<file path="src/rtl/smb_filt_pkg.sv">
package smb_filt_pkg;

  localparam int unsigned SMB_ADDR_W = 7;
  localparam int unsigned SMB_BYTE_W = SMB_ADDR_W + 1;

  typedef enum logic [1:0] {
    SL_IDLE  = 2'd0,
    SL_ADDR  = 2'd1,
    SL_CLAIM = 2'd2,
    SL_SKIP  = 2'd3
  } slv_state_t;

  // One comparator slot: exact match of the 7-bit address field.
  function automatic logic slot_hit(input logic [SMB_ADDR_W-1:0] rx_addr,
                                    input logic [SMB_ADDR_W-1:0] slot_addr);
    return (rx_addr == slot_addr);
  endfunction

  // Zero-address rule: only counts when its enable is set.
  function automatic logic zero_hit(input logic [SMB_ADDR_W-1:0] rx_addr,
                                    input logic                  zero_en);
    return zero_en && (rx_addr == '0);
  endfunction

endpackage

</file>
<file path="src/rtl/smb_addr_match.sv">
module smb_addr_match
  import smb_filt_pkg::*;
#(
  parameter int unsigned NUM_SLOTS = 2
) (
  input  logic [SMB_ADDR_W-1:0]           rx_addr,
  input  logic [NUM_SLOTS*SMB_ADDR_W-1:0] slot_addrs,
  input  logic                            filter_en,
  input  logic                            zero_en,
  output logic                            hit
);

  logic [NUM_SLOTS-1:0] slot_match;
  logic                 any_slot;
  logic                 zero_match;

  for (genvar s = 0; s < NUM_SLOTS; s++) begin : g_slot
    assign slot_match[s] = slot_hit(rx_addr, slot_addrs[s*SMB_ADDR_W +: SMB_ADDR_W]);
  end

  assign any_slot   = |slot_match;
  assign zero_match = zero_hit(rx_addr, zero_en);
  assign hit        = !filter_en || any_slot || zero_match;

endmodule

</file>
<file path="src/rtl/smb_slave_seq.sv">
module smb_slave_seq
  import smb_filt_pkg::*;
(
  input  logic       clk,
  input  logic       rst_n,
  input  logic       bus_start,
  input  logic       bus_stop,
  input  logic       arb_lost_first,
  input  logic       byte_valid,
  input  logic       dir_bit,
  input  logic       addr_hit,
  output slv_state_t state,
  output logic       addr_take,
  output logic       data_take,
  output logic       rd_dir
);

  slv_state_t state_d;
  logic       frame_evt;
  logic       byte_evt;
  logic       rd_d;

  // Framing strobes override any byte seen in the same cycle.
  assign frame_evt = bus_stop || bus_start || arb_lost_first;
  assign byte_evt  = byte_valid && !frame_evt;

  assign addr_take = byte_evt && (state == SL_ADDR) && addr_hit;
  assign data_take = byte_evt && (state == SL_CLAIM) && !rd_dir;

  always_comb begin
    state_d = state;
    if (bus_stop) begin
      state_d = SL_IDLE;
    end else if (bus_start || arb_lost_first) begin
      state_d = SL_ADDR;
    end else if (byte_evt && state == SL_ADDR) begin
      state_d = addr_hit ? SL_CLAIM : SL_SKIP;
    end
  end

  always_comb begin
    rd_d = 1'b0;
    if (state_d == SL_CLAIM) begin
      rd_d = addr_take ? dir_bit : rd_dir;
    end
  end

  always_ff @(posedge clk) begin
    if (!rst_n) begin
      state  <= SL_IDLE;
      rd_dir <= 1'b0;
    end else begin
      state  <= state_d;
      rd_dir <= rd_d;
    end
  end

  // A claim is only ever reached from the address phase.
  assert_claim_from_addr_R4: assert property (@(posedge clk) disable iff (!rst_n)
    (state == SL_CLAIM && $past(state) != SL_CLAIM) |-> $past(state) == SL_ADDR);

  // An ignored transfer stays ignored until a framing strobe.
  assert_skip_holds_R9: assert property (@(posedge clk) disable iff (!rst_n)
    (state == SL_SKIP && !bus_stop && !bus_start && !arb_lost_first) |=> state == SL_SKIP);

endmodule

</file>
<file path="src/rtl/smb_rx_out.sv">
module smb_rx_out
  import smb_filt_pkg::*;
(
  input  logic                  clk,
  input  logic                  rst_n,
  input  logic                  addr_take,
  input  logic                  data_take,
  input  logic [SMB_BYTE_W-1:0] byte_in,
  output logic                  ack,
  output logic                  fifo_push,
  output logic [SMB_BYTE_W-1:0] fifo_data
);

  logic take;

  assign take = addr_take || data_take;

  always_ff @(posedge clk) begin
    if (!rst_n) begin
      ack       <= 1'b0;
      fifo_push <= 1'b0;
      fifo_data <= '0;
    end else begin
      ack       <= take;
      fifo_push <= take;
      if (take) begin
        fifo_data <= byte_in;
      end
    end
  end

endmodule

</file>
<file path="src/rtl/smb_addr_filter.sv">
module smb_addr_filter
  import smb_filt_pkg::*;
(
  input  logic                  clk,
  input  logic                  rst_n,
  input  logic                  bus_start,
  input  logic                  bus_stop,
  input  logic                  arb_lost_first,
  input  logic                  byte_valid,
  input  logic [SMB_BYTE_W-1:0] byte_data,
  input  logic                  cfg_filter_en,
  input  logic                  cfg_zero_en,
  input  logic [SMB_ADDR_W-1:0] cfg_addr_a,
  input  logic [SMB_ADDR_W-1:0] cfg_addr_b,
  output logic                  ack,
  output logic                  fifo_push,
  output logic [SMB_BYTE_W-1:0] fifo_data,
  output logic                  read_req,
  output logic                  slave_active
);

  localparam int unsigned NUM_SLOTS = 2;

  logic [NUM_SLOTS*SMB_ADDR_W-1:0] slots;
  logic                            hit;
  slv_state_t                      st;
  logic                            addr_take;
  logic                            data_take;
  logic                            rd_dir;

  assign slots = {cfg_addr_b, cfg_addr_a};

  smb_addr_match #(.NUM_SLOTS(NUM_SLOTS)) u_match (
    .rx_addr    (byte_data[SMB_BYTE_W-1:1]),
    .slot_addrs (slots),
    .filter_en  (cfg_filter_en),
    .zero_en    (cfg_zero_en),
    .hit        (hit)
  );

  smb_slave_seq u_seq (
    .clk            (clk),
    .rst_n          (rst_n),
    .bus_start      (bus_start),
    .bus_stop       (bus_stop),
    .arb_lost_first (arb_lost_first),
    .byte_valid     (byte_valid),
    .dir_bit        (byte_data[0]),
    .addr_hit       (hit),
    .state          (st),
    .addr_take      (addr_take),
    .data_take      (data_take),
    .rd_dir         (rd_dir)
  );

  smb_rx_out u_out (
    .clk       (clk),
    .rst_n     (rst_n),
    .addr_take (addr_take),
    .data_take (data_take),
    .byte_in   (byte_data),
    .ack       (ack),
    .fifo_push (fifo_push),
    .fifo_data (fifo_data)
  );

  assign slave_active = (st == SL_CLAIM);
  assign read_req     = rd_dir;

  assert_ack_after_byte_R4: assert property (@(posedge clk) disable iff (!rst_n)
    ack |-> $past(byte_valid));

  assert_zero_gated_R6: assert property (@(posedge clk) disable iff (!rst_n)
    (cfg_filter_en && !cfg_zero_en && byte_data[SMB_BYTE_W-1:1] == '0 &&
     cfg_addr_a != '0 && cfg_addr_b != '0) |-> !hit);

  assert_read_in_claim_R8: assert property (@(posedge clk) disable iff (!rst_n)
    read_req |-> slave_active);

  assert_skip_silent_R9: assert property (@(posedge clk) disable iff (!rst_n)
    (st == SL_SKIP && byte_valid) |=> !ack);

  assert_read_no_push_R10: assert property (@(posedge clk) disable iff (!rst_n)
    (slave_active && read_req && byte_valid) |=> !fifo_push);

  assert_stop_idles_R11: assert property (@(posedge clk) disable iff (!rst_n)
    bus_stop |=> (!slave_active && !read_req));

endmodule

</file>
<file path="config.mk">
export PLATFORM = sky130hd
export DESIGN_NAME = smb_addr_filter
export DESIGN_NICKNAME = d
export VERILOG_FILES = /design/src/rtl/smb_filt_pkg.sv /design/src/rtl/smb_addr_match.sv /design/src/rtl/smb_slave_seq.sv /design/src/rtl/smb_rx_out.sv /design/src/rtl/smb_addr_filter.sv
export SDC_FILE = /design/constraint.sdc
export NUM_CORES = 1
export LEC_CHECK = 0
export ABC_AREA = 1
export BUFFER_PORTS_ARGS = -buffer_cell sky130_fd_sc_hd__buf_2
export CORE_MARGIN = 2
export CORE_UTILIZATION = 50
export CTS_BUF_LIST = sky130_fd_sc_hd__clkbuf_8
export CTS_CLUSTER_SIZE = 30
export DETAILED_ROUTE_END_ITERATION = 6
export GPL_TIMING_DRIVEN = 0
export MAX_ROUTING_LAYER = met4
export PLACE_DENSITY = 0.87
export SETUP_SLACK_MARGIN = 0.5
export SLEW_MARGIN = 20
export SYNTH_ARGS = -nofsm -noshare
export SYNTH_HDL_FRONTEND = slang
export SYNTH_HIERARCHICAL = 1
export SYNTH_SLANG_ARGS = --single-unit
</file>
<file path="constraint.sdc">
create_clock -name clk -period 2.55 [get_ports clk]
set_input_delay 0.51 -clock clk [delete_from_list [all_inputs] [get_ports clk]]
set_output_delay 0.51 -clock clk [all_outputs]
set_load 0.02 [all_outputs]
</file>
* Yosys cells after proc, flatten, opt, wreduce, memory -nomap -nowiden
Cells that the tools add are included.
Word-level totals: bits in registers 12, bits of input ports 30, output and inout port bits 12, word-level logic and storage cells 31
Operators by class: equality and inequality tests 5, multiplexer cells 4, reductions and logical operators 18
Operator list (count):
- $eq 7x7->1 | 2
- $logic_not 7->1 | 1
- $logic_and 1x1->1 | 6
- $logic_or 1x1->1 | 6
- $mux 2 | 3
- $eq 2x2->1 const B | 2
- $logic_not 1->1 | 3
- $eq 2x1->1 const B | 1
- $reduce_and 2->1 | 1
- $reduce_or 2->1 | 1
- $mux 1 | 1

* Longest topological paths before layout
Gate-level depths: netlist of the first run.
word-level depth 10, mapped depth 14, depth with buffers taken out 13

* Modules after synthesis
Netlist of the first run, hierarchy kept.
By module, submodules not included:
- smb_rx_out | times used 1, cells each 55, area an instance 372.9 µm², seq. area each 180.2 µm²
- smb_addr_match | times used 1, cells each 55, area an instance 259.0 µm², seq. area each 0.0 µm²
- smb_slave_seq | times used 1, cells each 26, area an instance 181.4 µm², seq. area each 60.1 µm²
- smb_addr_filter | times used 1, cells each 2, area an instance 10.0 µm², seq. area each 0.0 µm²

* Least setup slack after synthesis of the first run
OpenSTA, ideal clock, no wires.
path kind input-to-reg, start point input bus_start, end point register u_out.fifo_data[0], setup time 113 ps, data arrival time 1424 ps, required time 2437 ps, path slack 1014 ps, stages on the path 7, buffers on the path 1, cell sequence nor2_4 nand3_2 nor4_1 nor2_4 buf_6 nor2_1 nor2_1
On the way: word-level cells in the longest chain between the ends 7, elaborated cells between the ends (all ways) 9, classes of those cells reduce/logical: 9
RTL lines:
- from (decl) | RTL line smb_addr_filter.sv:6 | input logic bus_start,
- $logic_or 1x1->1 (2 in series) | RTL line smb_slave_seq.sv:24 | assign frame_evt = bus_stop || bus_start || arb_lost_first;
- $logic_not 1->1 | RTL line smb_slave_seq.sv:25 | assign byte_evt = byte_valid && !frame_evt;
- $logic_and 1x1->1 | RTL line smb_slave_seq.sv:25
- $logic_and 1x1->1 (2 in series) | RTL line smb_slave_seq.sv:28 | assign data_take = byte_evt && (state == SL_CLAIM) && !rd_dir;
- net data_take | RTL line smb_addr_filter.sv:28 | logic data_take;
- $logic_or 1x1->1 | RTL line smb_rx_out.sv:16 | assign take = addr_take || data_take;
- to (signal assigned) | RTL line smb_rx_out.sv:27 | fifo_data <= byte_in;
- to (decl) | RTL line smb_rx_out.sv:11 | output logic [SMB_BYTE_W-1:0] fifo_data
The timed path passes the listed nets, and every way through them passes these cells. A chain may end at the register's enable or synchronous reset.

* Worst setup path in the final report of the first run
start point input byte_data[5], end point register u_out.fifo_data[5]
On the way: word-level cells in the longest chain between the ends 6, elaborated cells between the ends (all ways) 9, classes of those cells eq/ne: 2; reduce/logical: 7
RTL lines:
- from (decl) | RTL line smb_addr_filter.sv:10 | input logic [SMB_BYTE_W-1:0] byte_data,
- $eq 7x7->1 | RTL line smb_filt_pkg.sv:16 | return (rx_addr == slot_addr);
- $reduce_or 2->1 | RTL line smb_addr_match.sv:21 | assign any_slot = |slot_match;
- $logic_or 1x1->1 | RTL line smb_addr_match.sv:23 | assign hit = !filter_en || any_slot || zero_match;
- $logic_or 1x1->1 (*) | RTL line smb_addr_match.sv:23
- net hit | RTL line smb_addr_filter.sv:25 | logic hit;
- $logic_and 1x1->1 (*) | RTL line smb_slave_seq.sv:27 | assign addr_take = byte_evt && (state == SL_ADDR) && addr_hit;
- net addr_take | RTL line smb_addr_filter.sv:27 | logic addr_take;
- $logic_or 1x1->1 (*) | RTL line smb_rx_out.sv:16
The timed path passes the listed nets; every way through them passes the cells marked *.

==> results of run 1 <==
synth_stat cells, types with 2 or more instances:
master   instances
inv_1           25
nor2_4           2
nor2_2           2
nand3_2          2
nand3_1          4
nand2_1         50
xnor2_1          6
nor2_1          25
dfxtp_1         12
xor2_1           2
final cells by class:
type	instances	area (µm²)	share of cell area
tap	16	20.0	0.0181
inverter	26	97.6	0.0884
multi-input combinational	97	462	0.418
clock buffer	4	55.1	0.0499
timing repair buffer	41	205	0.186
sequential	12	240	0.218
buffer	3	23.8	0.0215
report_power, final:
part	leakage (nW)	switching (mW)	internal, mW
clock network	0.0288	0.0688	0.136
registers	0.0969	0.00161	0.190
logic	0.546	0.0432	0.0371
tightest hold or removal path: stages:
cell and delay, ns:
buf_2 0.09, a21oi_1 0.04, nor2_1 0.07
per-layer routing:
metal	vias to the layer above	track usage
li1	487	-
met4	0	0.0424
met3	4	0.0694
met1	396	0.231
met2	38	0.446
met5	-	-
registers in the layout (all words and copies together), names as in the netlist:
signal and flops:
u_seq/state 2, u_out/fifo_data 8, u_seq/rd_dir 1, u_out/fifo_push 1
path summary, 6_finish.rpt:
check                                                      from                              end  slack [ns]  cells after the start
worst min register to register  u_out/fifo_data[4]$_SDFFE_PN0P_  u_out/fifo_data[4]$_SDFFE_PN0P_        0.52                      4
worst max register to register        u_seq/state[1]$_SDFF_PN0_  u_out/fifo_data[5]$_SDFFE_PN0P_        1.15                      6
worst max-delay path                               byte_data[5]  u_out/fifo_data[5]$_SDFFE_PN0P_        0.88                     14
worst min-delay path                                   bus_stop        u_seq/rd_dir$_SDFFE_PN0P_        0.51                      3
kinds of logic (layout without fill, tap and decap cells):
| family | after synthesis | after routing | synth area share |
|---|---|---|---|
| flip-flops | 12 | 12 | 0.292 |
| AO/OA/AOI/OAI | 3 | 3 | 0.0350 |
| buffers and inverters | 29 | 74 | 0.147 |
| XOR/XNOR | 8 | 8 | 0.0851 |
| AND/OR/NAND/NOR | 86 | 86 | 0.441 |
per-stage QoR:
step | utilization | hold slack (ns) | area (µm²) | power [mW] | setup slack [ns]
global route | 0.724 | 0.519 | 1100 | 0.500 | 0.711
finish | 0.724 | 0.510 | 1100 | 0.477 | 0.884
floorplan | - | 0.532 | 823 | 0.236 | 1.01
CTS | 0.724 | 0.502 | 1100 | 0.482 | 0.915
detailed placement | 0.688 | 0.503 | 1050 | 0.275 | 0.657
global placement | 0.688 | 0.494 | 1050 | 0.271 | 0.738
==> flow_metrics.env, run 1 <==
export IMPL_die_area_um2=1990
export IMPL_synth_flop_cell="dfxtp_1"
export IMPL_yosys_top_cells_area="dfxtp_1, nand2_1, inv_1"
export IMPL_grt_ovfl_total=0
export IMPL_crit_path_end_kind="flop"
export IMPL_grt_pass1_wl_um=3300
export IMPL_dp_cells=195
export IMPL_synthDistinctLibCells=18
export IMPL_area_growth_pct=34.0
export IMPL_tightest_slew_ns=0.460
export IMPL_root_buffer="clkbuf_8"
export IMPL_antenna_found_initial=0
export IMPL_top_layer="met4"
export IMPL_final_nets=214
export IMPL_slew_viol_final=0
export IMPL_ctsLongestPathBuffers=2
export IMPL_layout_cells_non_filler=199
export IMPL_final_cell_mix="nand2_1, buf_2, inv_1, nor2_1, dfxtp_1"
export IMPL_power_leakage_nw=0.672
export IMPL_path_max_fanout=10
export IMPL_num_rows=14
export IMPL_insertion_delay_ns=0.24
export IMPL_max_stage_delay_ns=0.19
export IMPL_die_w_um=44.6
export IMPL_rsz0062_at_grt="no"
export IMPL_cts_setup_buffers=0
export IMPL_postRouteAntennaNets=0
export IMPL_finClkSkew_ns=0.00477
export IMPL_clock_sinks=12
export IMPL_final_common_cell="nand2_1"
export IMPL_drtPass1Iterations=5
export IMPL_drt_met1_wl_um=749
export IMPL_synth_top_cell_by_area="dfxtp_1"
export IMPL_synth_seq_cells=12
export IMPL_hold_viol=0
export IMPL_met3_wirelength_um=142
export IMPL_slowest_stage="nor2_4"
export IMPL_synth_edf_count=0
export IMPL_gp_congestion=0.803
export IMPL_initial_core_util=0.540
export IMPL_clk_pin_slew_worst_paths_ns=0.05
export IMPL_syn_nets=168
export IMPL_cts_hold_buf=0
export IMPL_synth_warnings=6
export IMPL_n_antenna_cell=0
export IMPL_num_vias=925
export IMPL_portBuffers=41
export IMPL_path_cells="buf_2 > inv_1 > nand2_1 > nand2_1 > nand2_1 > nor2_1 > nand2_1 > nand3_2 > nand2_1 > inv_1 > nor2_4 > buf_6 > nor2_1 > nor2_1"
export IMPL_cts_tree="done"
export IMPL_syn_inst=138
export IMPL_cp_data_required_time_ns=2.72
export IMPL_drive_above_1_share=0.306
export IMPL_syn_area_um2=823
export IMPL_ir_drop_uv=372
export IMPL_core_area_um2=1520
export IMPL_fin_crit_ns=1.67
export IMPL_viasPerCell=4.65
export IMPL_cpMostUsedCell="nand2_1"
export IMPL_grt_max_degree=11
export IMPL_async_flop_share=0
export IMPL_post_route_drc_count=0
export IMPL_die_h_um=44.6
export IMPL_fillers=135
export IMPL_yosysTopAreaCellShare=0.292
export IMPL_routedWlPerCell_um=10.1
export IMPL_synth_area_per_cell_um2=5.97
export IMPL_worstHoldPathType="in -> reg"
export IMPL_status="completed"
export IMPL_fin_setup_tns_ns=0
export IMPL_drtIter0Drc=19
export IMPL_path_delay_family="simple AND/OR/NAND/NOR gates"
export IMPL_postCtsResizedCells=0
export IMPL_grt_total_usage=0.234
export IMPL_dp_hpwl_um=1680
export IMPL_io_pin_count=42
export IMPL_cts_made_buffers=3
export IMPL_fin_crit_sh=0.653
export IMPL_grt_pass1_vias=829
export IMPL_clock_fmax_mhz=600
export IMPL_powerDensity_nw_per_um2=432
export IMPL_critPathLaunchType="input port"
export IMPL_htree_levels=1
export IMPL_worst_path_buf_inv=4
export IMPL_finalSetupViolations=0
export IMPL_crit_arrival_ns=1.84
export IMPL_worstSetupPathType="in -> reg"
export IMPL_wl_met2_um=1100
export IMPL_ys_seq_area_frac=0.292
export IMPL_wl_um=2000
export IMPL_maxCapViolCount=0
export IMPL_slew_headroom=0.691
Power figures use the tool's default switching activity.
==> inputs of run 2 (changes only) <==
- CORE_UTILIZATION: 50 -> 46
- PLACE_DENSITY: 0.87 -> 0.81
- clock period: 2.55 -> 1.65 ns (I/O delays scaled with it)
==> run 2 against run 1 <==
First-iteration DRC count down 26%. Clock skew down 0.0036 ns. Worst setup slack worse by 0.64 ns. Cell area up 32%. Non-clock buffer count up 10. Sequential share of layout area down 5.0 points. Largest power group unchanged.
==> flow_metrics.env, run 2 (synthesis gave the netlist of run 1 again) <==
export IMPL_clock_fmax_mhz=714
export IMPL_viasPerCell=4.62
export IMPL_die_h_um=46.3
export IMPL_num_vias=1008
export IMPL_layout_setup_ws_ns=0.249
export IMPL_n_antenna_cell=0
export IMPL_gp_congestion=0.848
export IMPL_largest_registers="u_out/fifo_data: 8 flops, u_seq/state: 2 flops"
export IMPL_grt_max_degree=10
export IMPL_final_common_cell="nand2_1"
export IMPL_final_cell_mix="nand2_1, buf_2, inv_1"
export IMPL_grt_pass1_wl_um=3970
export IMPL_root_buffer="clkbuf_8"
export IMPL_postRouteAntennaNets=0
export IMPL_grt_total_usage=0.268
export IMPL_regArea_um2=244
export IMPL_fin_area_um2=1450
export IMPL_cts_tree="done"
export IMPL_grt_ovfl_total=0
export IMPL_rsz0062_at_grt="yes"
export IMPL_antenna_found_initial=0
export IMPL_core_area_um2=1710
export IMPL_ctsLongestPathBuffers=2
export IMPL_final_nets=224
export IMPL_htree_levels=1
export IMPL_fillers=101
export IMPL_path_max_fanout=2
export IMPL_num_rows=15
export IMPL_finClkSkew_ns=0.00122
export IMPL_cpMostUsedCell="nand2_1"
export IMPL_wl_um=2590
export IMPL_path_delay_family="simple AND/OR/NAND/NOR gates"
export IMPL_status="completed"
export IMPL_die_w_um=46.3
export IMPL_slew_headroom=0.781
export IMPL_area_growth_pct=76.4
export IMPL_drtIter0Drc=14
export IMPL_finalSetupViolations=0
export IMPL_die_area_um2=2140
export IMPL_slowest_stage="nor2_1"
export IMPL_largest_reg_flops=8
export IMPL_fin_crit_sh=0.849
export IMPL_clk_pin_slew_worst_paths_ns=0.05
export IMPL_io_pin_count=42
export IMPL_crit_arrival_ns=1.58
export IMPL_worstSetupPathType="in -> reg"
export IMPL_critPathLaunchType="input port"
export IMPL_ir_drop_uv=474
export IMPL_drtPass1Iterations=4
export IMPL_hold_viol=0
export IMPL_routedWlPerCell_um=11.9
export IMPL_power_leakage_nw=0.771
export IMPL_cts_made_buffers=3
export IMPL_path_cells="buf_6 > xnor2_2 > nand2_1 > nor2_1 > nand2_1 > nand3_2 > buf_4 > buf_4 > buf_4 > nand3_1 > nand2_1 > nand2_1 > nor2_1"
export IMPL_fin_crit_ns=1.40
export IMPL_initial_core_util=0.482
export IMPL_insertion_delay_ns=0.24
export IMPL_cts_hold_buf=0
export IMPL_cp_data_required_time_ns=1.83
export IMPL_portBuffers=41
export IMPL_dp_hpwl_um=1570
export IMPL_regMostFlops="u_out/fifo_data"
export IMPL_tightest_slew_ns=0.325
export IMPL_clock_sinks=12
export IMPL_crit_path_end_kind="flop"
export IMPL_slew_viol_final=0
export IMPL_dpl_cell_area_um2=1090
export IMPL_worstHoldPathType="in -> reg"
export IMPL_worst_path_buf_inv=4
export IMPL_max_stage_delay_ns=0.16
export IMPL_dp_slack_ns=-0.0223
export IMPL_power_total_mw=0.798
export IMPL_fin_setup_tns_ns=0
export IMPL_maxCapViolCount=0
export IMPL_grt_pass1_vias=963
export IMPL_drive_above_1_share=0.565
export IMPL_powerDensity_nw_per_um2=549
export IMPL_post_route_drc_count=0
export IMPL_multi_input_area_um2=596
==> run 2: worst paths after layout <==
kind	end	cells past startpoint	slack [ns]	startpoint
min	u_out/fifo_data[4]$_SDFFE_PN0P_	3	0.33	byte_data[4]
min reg2reg	u_out/fifo_data[0]$_SDFFE_PN0P_	4	0.54	u_out/fifo_data[0]$_SDFFE_PN0P_
max reg2reg	u_seq/rd_dir$_SDFFE_PN0P_	9	0.33	u_seq/state[0]$_SDFF_PN0_
max	u_seq/rd_dir$_SDFFE_PN0P_	13	0.25	cfg_addr_b[5]
==> run 2: per-stage QoR <==
stage | instances | utilization | hold WS, ns
finish | 218 | 0.851 | 0.328
global route | 218 | 0.851 | 0.326
CTS | 215 | 0.763 | 0.311
detailed placement | 204 | 0.639 | 0.498
global placement | 204 | 0.639 | 0.490
floorplan | 138 | - | 0.446
==> run 2: power breakdown <==
group | internal [mW] | switching (mW)
combinational | 0.101 | 0.0854
clock | 0.210 | 0.104
sequential | 0.294 | 0.00386
==> run 2: layer usage <==
layer | vias up | part of all wire | GRT usage
met5 | - | 0 | -
met4 | 0 | 0.013 | 0.0971
met3 | 6 | 0.047 | 0.0627
met2 | 34 | 0.53 | 0.439
met1 | 459 | 0.41 | 0.316
li1 | 509 | - | -
==> run 2: cell type report <==
| type | instances | share of cell area |
|---|---|---|
| repair buffers | 51 | 0.279 |
| flip-flops and latches | 12 | 0.168 |
| inverters | 26 | 0.0672 |
| multi-input cells | 97 | 0.410 |
| clock buffers | 4 | 0.0379 |
| well taps | 25 | 0.0215 |
| plain buffers | 3 | 0.0164 |
==> run 2: what timing repair did <==
action / 4_1_cts / 5_1_grt
resized for setup: 31 / 43
cloned: 1 / 0
buffers inserted: 6 / 3
pin swaps: 23 / 21
setup endpoints to repair: 10 / 13
==> run 2: tightest hold or removal path: cells and delay by family <==
kind / cells / cell delay [ns]
buffers and inverters: 1 / 0.08
AND/OR/NAND/NOR: 2 / 0.12
==> inputs of run 3 (changes only) <==
- CORE_UTILIZATION: 46 -> 42
- PLACE_DENSITY: 0.81 -> 0.78
- clock period: 1.65 -> 1.2 ns (I/O delays scaled with it)
==> run 3 against run 2 <==
The run now ends with negative setup slack left. Global-route usage is 2.3 points lower. Sequential share of layout area is 0.47 points lower. Die area is 8.7% higher. Cell count is 1.8% higher. Cell area is 9.7% higher. Sequential power is 37% higher. Worst hold slack worse by 0.095 ns. Power is 33% higher. Clock power is 19% higher. Largest cell class unchanged.
==> flow_metrics.env, run 3 (synthesis gave the netlist of run 1 again) <==
export IMPL_status="complete, but fails checks"
export IMPL_failed_checks="negative setup slack"
export IMPL_powerDensity_nw_per_um2=664
export IMPL_routedWlPerCell_um=13.0
export IMPL_slew_headroom=0.828
export IMPL_insertion_delay_ns=0.24
export IMPL_grt_pass1_vias=928
export IMPL_reg2reg_from="u_seq/state[1]$_SDFF_PN0_"
export IMPL_fillers=124
export IMPL_die_h_um=48.3
export IMPL_die_w_um=48.3
export IMPL_worstSetupPathType="in -> reg"
export IMPL_drtIter0Drc=21
export IMPL_gp_congestion=0.748
export IMPL_timing_rr_end="u_out/fifo_data[1]$_SDFFE_PN0P_"
export IMPL_cts_made_buffers=3
export IMPL_largest_registers="u_out/fifo_data: 8 flops, u_seq/state: 2 flops"
export IMPL_final_nets=226
export IMPL_clock_sinks=12
export IMPL_viasPerCell=4.81
export IMPL_wl_um=2880
export IMPL_portBuffers=41
export IMPL_hold_viol=0
export IMPL_htree_levels=1
export IMPL_path_max_fanout=7
export IMPL_fin_crit_ns=1.36
export IMPL_num_vias=1067
export IMPL_worstHoldPathType="in -> reg"
export IMPL_r2r_slack_ns=-0.04
export IMPL_cp_data_required_time_ns=1.33
export IMPL_regArea_um2=260
export IMPL_layout_setup_ws_ns=-0.158
export IMPL_r2r_cells=10
export IMPL_die_area_um2=2330
export IMPL_postRouteAntennaNets=0
export IMPL_clockPowerShare=0.353
export IMPL_num_rows=16
export IMPL_crit_path_end_kind="flop"
export IMPL_pwr_share_comb=0.262
export IMPL_dp_hpwl_um=1580
export IMPL_multi_input_area_um2=614
export IMPL_area_growth_pct=93.6
export IMPL_grt_ovfl_total=0
export IMPL_pwr_share_seq=0.385
export IMPL_largest_reg_flops=8
export IMPL_n_antenna_cell=0
export IMPL_core_area_um2=1900
export IMPL_drive_above_1_share=0.590
export IMPL_grt_total_usage=0.245
export IMPL_switchingPower_mw=0.283
export IMPL_initial_core_util=0.433
export IMPL_fin_setup_tns_ns=-1.32
export IMPL_slew_viol_final=0
export IMPL_post_route_drc_count=0
export IMPL_clk_pin_slew_worst_paths_ns=0.05
export IMPL_clock_fmax_mhz=736
export IMPL_root_buffer="clkbuf_8"
export IMPL_io_pin_count=42
export IMPL_crit_arrival_ns=1.49
export IMPL_maxCapViolCount=0
export IMPL_finalSetupViolations=11
export IMPL_regMostFlops="u_out/fifo_data"
export IMPL_cellInternalPower_mw=0.775
export IMPL_endpoint="u_out/fifo_data[2]$_SDFFE_PN0P_"
export IMPL_power_leakage_nw=0.811
export IMPL_antenna_found_initial=0
export IMPL_tightest_slew_ns=0.256
export IMPL_grt_pass1_wl_um=3620
export IMPL_ctsLongestPathBuffers=2
export IMPL_power_share_switching=0.267
export IMPL_dp_slack_ns=-0.399
export IMPL_rsz0062_at_grt="yes"
export IMPL_drtPass1Iterations=5
export IMPL_crit_start="byte_data[3]"
export IMPL_final_common_cell="nand2_1"
export IMPL_critPathLaunchType="input port"
export IMPL_final_cell_mix="nand2_1, buf_6, nor2_1, inv_1, buf_2"
export IMPL_fin_crit_sh=1.13
export IMPL_finClkSkew_ns=0.00723
export IMPL_grt_max_degree=10
export IMPL_cts_tree="done"
export IMPL_ir_drop_uv=495
==> run 3: cell types whose count changed in the layout (fill, tap and decap cells not counted), sizes merged <==
cell    delta
clkbuf     -1
buf        +2
inv        +1
==> run 3: worst min path at each step <==
| stage | start | endpoint | slack, ns | depth (start not counted) |
|---|---|---|---|---|
| after global placement | bus_stop | u_seq/rd_dir$_SDFFE_PN0P_ | 0.48 | 3 |
| after CTS | byte_data[6] | u_out/fifo_data[6]$_SDFFE_PN0P_ | 0.23 | 3 |
| after floorplan | byte_data[1] | u_out/fifo_data[1]$_SDFFE_PN0P_ | 0.36 | 2 |
| after global routing | byte_data[4] | u_out/fifo_data[4]$_SDFFE_PN0P_ | 0.25 | 3 |
| after detailed placement | u_out/fifo_data[4]$_SDFFE_PN0P_ | u_out/fifo_data[4]$_SDFFE_PN0P_ | 0.50 | 4 |
| final | byte_data[4] | u_out/fifo_data[4]$_SDFFE_PN0P_ | 0.23 | 3 |
==> run 3: per-stage QoR <==
step	instance area, µm²	hold slack [ns]	power [mW]	std cells	utilization
final	1590	0.233	1.06	222	0.838
after global routing	1590	0.249	1.09	222	0.838
after CTS	1450	0.229	1.01	218	0.760
after detailed placement	1130	0.500	0.599	206	0.594
after global placement	1130	0.478	0.592	206	0.594
after floorplan	891	0.356	0.512	138	-
==> run 3: cell type report <==
cell class,count,area share
Clock buffer,3,0.0259
Sequential cell,12,0.163
Tap cell,27,0.0212
Buffer,3,0.0173
Timing Repair Buffer,53,0.320
Inverter,26,0.0644
Clock inverter,1,0.00235
Multi-Input combinational cell,97,0.385
==> run 3: power by group through the flow <==
| stage | Sequential (mW) | Clock (mW) | Combinational (mW) |
|---|---|---|---|
| 2_1_floorplan | 0.417 | 0 | 0.0952 |
| 3_3_place_gp | 0.414 | 0 | 0.177 |
| 3_5_place_dp | 0.415 | 0 | 0.184 |
| 4_1_cts | 0.407 | 0.374 | 0.230 |
| 5_1_grt | 0.407 | 0.393 | 0.294 |
| 6_report | 0.407 | 0.374 | 0.277 |
==> run 3: metal layers <==
layer / global-route usage / vias up / wire, µm
li1: - / 513 / -
met3: 0.0407 / 12 / 152
met4: 0.254 / 0 / 153
met1: 0.211 / 490 / 934
met2: 0.424 / 52 / 1640
met5: - / - / 0
==> run 3: critical path: stages <==
cell	delay, ns
buf_12	0.11
xnor2_2	0.19
nand2_1	0.07
nor2_1	0.13
nand2_1	0.10
nand3_2	0.11
nand2_2	0.07
inv_2	0.07
nor2_4	0.06
buf_6	0.15
nor2_2	0.12
nor2_1	0.06
==> run 3: timing repair <==
item,CTS,global route
hold buffers,0,0
endpoints found under the setup margin,24,24
resized for setup,70,33
buffers inserted,7,4
hold endpoints to repair,0,0
pin swaps,15,29
cloned,1,0
